--- src/rtl/dp_arb_pkg.sv ---
package dp_arb_pkg;
  typedef enum logic [1:0] {
    BLK_NONE  = 2'd0,
    BLK_LEFT  = 2'd1,
    BLK_RIGHT = 2'd2
  } blk_e;

  localparam int unsigned PORT_L = 0;
  localparam int unsigned PORT_R = 1;
  localparam int unsigned N_PORTS = 2;
endpackage

--- src/rtl/dp_req_track.sv ---
module dp_req_track #(
  parameter int unsigned ADDR_W = 15
) (
  input  logic              clk_i,
  input  logic              rst_ni,
  input  logic              en_i,
  input  logic [ADDR_W-1:0] addr_i,
  output logic              held_o
);
  logic              en_q;
  logic [ADDR_W-1:0] addr_q;

  always_ff @(posedge clk_i or negedge rst_ni) begin
    if (!rst_ni) begin
      en_q   <= 1'b0;
      addr_q <= '0;
    end else begin
      en_q   <= en_i;
      addr_q <= addr_i;
    end
  end

  // request already present on the previous edge
  assign held_o = en_q & en_i & (addr_q == addr_i);
endmodule

--- src/rtl/dp_blk_fsm.sv ---
module dp_blk_fsm
  import dp_arb_pkg::*;
#(
  parameter int unsigned ADDR_W = 15
) (
  input  logic              clk_i,
  input  logic              rst_ni,
  input  logic              l_en_i,
  input  logic [ADDR_W-1:0] l_addr_i,
  input  logic              l_held_i,
  input  logic              r_en_i,
  input  logic [ADDR_W-1:0] r_addr_i,
  input  logic              r_held_i,
  output blk_e              blk_o
);
  logic match;
  blk_e blk_q, blk_d;

  assign match = l_en_i & r_en_i & (l_addr_i == r_addr_i);

  always_comb begin
    if (!match)                   blk_d = BLK_NONE;
    else if (blk_q != BLK_NONE)   blk_d = blk_q;      // no pre-emption
    else if (r_held_i && !l_held_i) blk_d = BLK_LEFT;
    else                          blk_d = BLK_RIGHT;  // left wins ties
  end

  always_ff @(posedge clk_i or negedge rst_ni) begin
    if (!rst_ni) blk_q <= BLK_NONE;
    else         blk_q <= blk_d;
  end

  assign blk_o = blk_d;


  blk_legal_chk: assert property (@(posedge clk_i) disable iff (!rst_ni)
    blk_q != 2'd3);
endmodule

--- src/rtl/dp_wr_gate.sv ---
module dp_wr_gate (
  input  logic master_i,
  input  logic blk_own_i,
  input  logic busy_ext_ni,
  input  logic en_i,
  input  logic we_i,
  output logic busy_no,
  output logic we_o
);
  logic block;

  assign block   = master_i ? blk_own_i : ~busy_ext_ni;
  assign busy_no = master_i ? ~blk_own_i : 1'b1;
  assign we_o    = en_i & we_i & ~block;
endmodule

--- src/rtl/dp_collision_arb.sv ---
module dp_collision_arb
  import dp_arb_pkg::*;
#(
  parameter int unsigned ADDR_W = 15
) (
  input  logic              clk_i,
  input  logic              rst_ni,
  input  logic              master_mode_i,
  input  logic              l_en_i,
  input  logic [ADDR_W-1:0] l_addr_i,
  input  logic              l_we_i,
  input  logic              l_busy_ni,
  input  logic              r_en_i,
  input  logic [ADDR_W-1:0] r_addr_i,
  input  logic              r_we_i,
  input  logic              r_busy_ni,
  output logic              l_busy_no,
  output logic              r_busy_no,
  output logic              l_we_o,
  output logic              r_we_o
);
  logic [N_PORTS-1:0]             en, we, busy_ext_n, held, blk_own, busy_n, we_g;
  logic [N_PORTS-1:0][ADDR_W-1:0] addr;
  blk_e                           blk;

  assign en         = {r_en_i, l_en_i};
  assign we         = {r_we_i, l_we_i};
  assign busy_ext_n = {r_busy_ni, l_busy_ni};
  assign addr       = {r_addr_i, l_addr_i};
  assign blk_own    = {blk == BLK_RIGHT, blk == BLK_LEFT};

  for (genvar p = 0; p < N_PORTS; p++) begin : g_port
    dp_req_track #(.ADDR_W(ADDR_W)) u_track (
      .clk_i  (clk_i),
      .rst_ni (rst_ni),
      .en_i   (en[p]),
      .addr_i (addr[p]),
      .held_o (held[p])
    );
    dp_wr_gate u_gate (
      .master_i    (master_mode_i),
      .blk_own_i   (blk_own[p]),
      .busy_ext_ni (busy_ext_n[p]),
      .en_i        (en[p]),
      .we_i        (we[p]),
      .busy_no     (busy_n[p]),
      .we_o        (we_g[p])
    );
  end

  dp_blk_fsm #(.ADDR_W(ADDR_W)) u_fsm (
    .clk_i    (clk_i),
    .rst_ni   (rst_ni),
    .l_en_i   (l_en_i),
    .l_addr_i (l_addr_i),
    .l_held_i (held[PORT_L]),
    .r_en_i   (r_en_i),
    .r_addr_i (r_addr_i),
    .r_held_i (held[PORT_R]),
    .blk_o    (blk)
  );

  assign l_busy_no = busy_n[PORT_L];
  assign r_busy_no = busy_n[PORT_R];
  assign l_we_o    = we_g[PORT_L];
  assign r_we_o    = we_g[PORT_R];

  logic hit;
  assign hit = l_en_i && r_en_i && (l_addr_i == r_addr_i);


  no_hit_idle_chk: assert property (@(posedge clk_i) disable iff (!rst_ni)
    !hit |-> (l_busy_no && r_busy_no));

  one_busy_chk: assert property (@(posedge clk_i) disable iff (!rst_ni)
    (master_mode_i && hit) |-> (l_busy_no != r_busy_no));

  busy_mutex_chk: assert property (@(posedge clk_i) disable iff (!rst_ni)
    (l_busy_no || r_busy_no));

  hold_left_chk: assert property (@(posedge clk_i) disable iff (!rst_ni)
    (master_mode_i && $past(master_mode_i) && hit && $past(hit) && !$past(l_busy_no))
      |-> !l_busy_no);

  hold_right_chk: assert property (@(posedge clk_i) disable iff (!rst_ni)
    (master_mode_i && $past(master_mode_i) && hit && $past(hit) && !$past(r_busy_no))
      |-> !r_busy_no);

  blocked_wr_chk: assert property (@(posedge clk_i) disable iff (!rst_ni)
    (master_mode_i && !r_busy_no) |-> !r_we_o);

  slave_quiet_chk: assert property (@(posedge clk_i) disable iff (!rst_ni)
    !master_mode_i |-> (l_busy_no && r_busy_no));
endmodule

--- config.mk ---
export PLATFORM = sky130hd
export DESIGN_NAME = dp_collision_arb
export DESIGN_NICKNAME = d
export VERILOG_FILES = /design/src/rtl/dp_arb_pkg.sv /design/src/rtl/dp_req_track.sv /design/src/rtl/dp_blk_fsm.sv /design/src/rtl/dp_wr_gate.sv /design/src/rtl/dp_collision_arb.sv
export SDC_FILE = /design/constraint.sdc
export NUM_CORES = 1
export LEC_CHECK = 0
export BUFFER_PORTS_ARGS = -buffer_cell sky130_fd_sc_hd__buf_2
export CORE_MARGIN = 3
export CORE_UTILIZATION = 30
export DETAILED_ROUTE_END_ITERATION = 12
export PLACE_DENSITY_LB_ADDON = 0.05
export SYNTH_ARGS = -nofsm -noshare
export SYNTH_HDL_FRONTEND = slang
export SYNTH_SLANG_ARGS = --single-unit
export TNS_END_PERCENT = 30
--- constraint.sdc ---
create_clock -name clk_i -period 2.5 [get_ports clk_i]
set_input_delay 0.25 -clock clk_i [delete_from_list [all_inputs] [get_ports clk_i]]
set_output_delay 0.25 -clock clk_i [all_outputs]
set_load 0.1 [all_outputs]
==> results.sh <==
export IMPL_pwr_density_cell_nw_per_um2=659
export IMPL_synth_cells=111
export IMPL_clkPwrFrac_pct=39.3
export IMPL_cp_max_fo=3
export IMPL_syn2layout_area_growth_pct=27.4
export IMPL_synth_top_family_by_area="XOR/XNOR gates"
export IMPL_portBuffers=42
export IMPL_avgSynthCellArea_um2=13.1
export IMPL_clk_pin_slew_ns=0.07
export IMPL_setup_violations=0
export IMPL_clock_sinks=34
export IMPL_layout_cells_most_common="buf_2"
export IMPL_start_util_pct=32.2
export IMPL_hpwl_mm=2.34
export IMPL_cp_end_kind="output port"
export IMPL_rows=24
export IMPL_p_int_mw=0.919
export IMPL_cts_tree="yes"
export IMPL_synth_cell_types=14
export IMPL_cp_arrival_ns=2.11
export IMPL_finalMaxSlewViolations=0
export IMPL_hp_class="input port to asynchronous set/reset pin"
export IMPL_dieArea_um2=5700
export IMPL_ios=43
export IMPL_slew_headroom_pct=47.4
export IMPL_yosys_warnings=0
export IMPL_routed_wl_mm=3.02
export IMPL_required_ns=2.25
export IMPL_clk_latency_ns=0.28
export IMPL_numCtsBuffers=5
export IMPL_post_drt_wl_per_cell_um=14.2
export IMPL_ys_ff_latch=34
export IMPL_clockBufferDepth=2
export IMPL_viasPerCell=4.40
export IMPL_p_sw_share_pct=24.5
export IMPL_hold_viol=0
export IMPL_grt_ovfl_total=0
export IMPL_highest_layer="met4"
export IMPL_muxShareOfSynthArea_pct=0
export IMPL_cp_start_kind="register"
export IMPL_comb_power_share_pct=12.4
export IMPL_num_vias=938
export IMPL_final_cell_mix="buf_2 (39), dfrtp_1 (34), xor2_1 (32), xnor2_1 (13), clkbuf_8 (8)"
export IMPL_r2r_start="g_port[0].u_track.addr_q[4]$_DFF_PN0_"
export IMPL_drt_met1_wl_mm=1.47
export IMPL_drv_cap=0
export IMPL_seq_power_share_pct=48.2
export IMPL_yosys_area_share_simple_pct=10.5
export IMPL_die_h_um=75.5
export IMPL_gp_congestion=0.822
export IMPL_core_area_um2=4500
export IMPL_met2WireLength_mm=1.37
export IMPL_n_antenna_cell=0
export IMPL_synth_xor_area_share_pct=27.2
export IMPL_cts_max_level=2
export IMPL_first_pass_iters=4
export IMPL_routed_wl_met3_um=163
export IMPL_grt_pass1_vias=1000
export IMPL_clockRootBuffer="clkbuf_8"
export IMPL_layout_drive_gt1_share_pct=34.8
export IMPL_ys_seq_area_share_pct=58.7
export IMPL_yosys_area_share_adder_pct=0
export IMPL_p_sw_mw=0.298
export IMPL_fin_nets=199
export IMPL_first_iter_violations=49
export IMPL_final_util_pct=41.0
export IMPL_synth_compound_area_share_pct=3.11
export IMPL_grt_usage_pct=11.6
export IMPL_path_class="register to output port"
export IMPL_finClkSkew_ns=0.00342
export IMPL_setup_tns_ns=0
export IMPL_die_width_um=75.5
export IMPL_irDropWorstVdd_v=0.000266
export IMPL_status="completed"
export IMPL_rsz0062_at_grt="false"
export IMPL_synth_nets=150
export IMPL_syn_area_um2=1450
export IMPL_cp_startpoint="g_port[0].u_track.addr_q[4]$_DFF_PN0_"
export IMPL_min_period_ns=2.36
export IMPL_tightest_slew_ns=0.789
export IMPL_drc=0
export IMPL_ant_nets=0
export IMPL_grt_pass1_wl_mm=4.77
export IMPL_grt_max_degree=35
export IMPL_antenna_found_initial=0
export IMPL_cts_hold_buf=0
export IMPL_max_freq_mhz=424
export IMPL_power_leakage_nw=0.821
export IMPL_timing_final_crit_share_pct=94.4
-- layer usage --
layer / track usage [%] / vias up
li1: - / 475
met3: 4.09 / 2
met1: 15.9 / 432
met4: 4.08 / 0
met5: 0 / -
met2: 17.1 / 29
-- repair_timing --
| action | CTS | global route |
|---|---|---|
| endpoints found under the setup margin | 0 | 3 |
| resized for setup | 0 | 3 |
| buffers inserted | 0 | 0 |
-- sequential cells by signal (all words and copies together) (netlist names) --
name / cells
g_port.u_track.en_q: 2
g_port.u_track.addr_q: 30
u_fsm.blk_q: 2
-- worst max-delay path: stages (launching register included) --
cell and delay (ns):
dfrtp_1 0.37, xor2_1 0.16, nor4_2 0.33, nand4_1 0.16, a32o_1 0.32, nand2_1 0.07, buf_2 0.42
-- worst paths after layout --
check	end	slack, ns	cells after the start
min in group clk_i	g_port[0].u_track.addr_q[9]$_DFF_PN0_	0.12	1
worst max-delay path	l_busy_no	0.14	6
worst min-delay path	g_port[0].u_track.addr_q[0]$_DFF_PN0_	0.05	1
worst min register to register	u_fsm.blk_q[0]$_DFF_PN0_	0.58	2
worst max register to register	u_fsm.blk_q[0]$_DFF_PN0_	0.95	5
max in group asynchronous	g_port[1].u_track.addr_q[7]$_DFF_PN0_	1.95	1
-- per-stage QoR --
stage	setup slack, ns	area (µm²)	power [mW]	instances	hold WS [ns]
floorplan	0.154	1450	0.673	111	-0.0456
global placement	0.376	1730	0.750	205	0.363
detailed placement	0.317	1730	0.752	205	0.379
CTS	0.0489	1840	1.23	213	0.0697
global route	0.000665	1850	1.28	213	0.0907
finish	0.139	1850	1.22	213	0.0514
-- cells by family after synthesis --
group / Yosys count
compound gates: 6
xor+xnor: 45
buf+inv: 2
flops: 34
simple gates: 24
-- layout make-up --
cell class                 count  area [µm²]
clock buffer                   8         110
fill                         456        2660
inverter                       2        7.51
multi-input combinational     75         596
sequential                    34         851
tap                           52        65.1
timing repair buffer          42         218
-- power groups by stage --
| stage | sequential, mW | combinational, mW | clock, mW |
|---|---|---|---|
| after floorplan | 0.596 | 0.0771 | 0 |
| after global placement | 0.597 | 0.153 | 0 |
| after detailed placement | 0.598 | 0.154 | 0 |
| after CTS | 0.587 | 0.155 | 0.493 |
| after global routing | 0.589 | 0.168 | 0.519 |
| final | 0.587 | 0.151 | 0.479 |
-- cells in the mapped netlist, drive strengths merged --
cell,count,share of area [%]
dfrtp,34,59
xor2,32,19
xnor2,13,7.9
nor4,9,5.6
nand4,6,2.6
nor2,5,1.3
nand2,4,1.0
a21oi,2,0.95
inv,2,0.52
o211ai,2,1.0
a31oi,1,0.43
a32o,1,0.69
(Power assumes the default switching activity.)
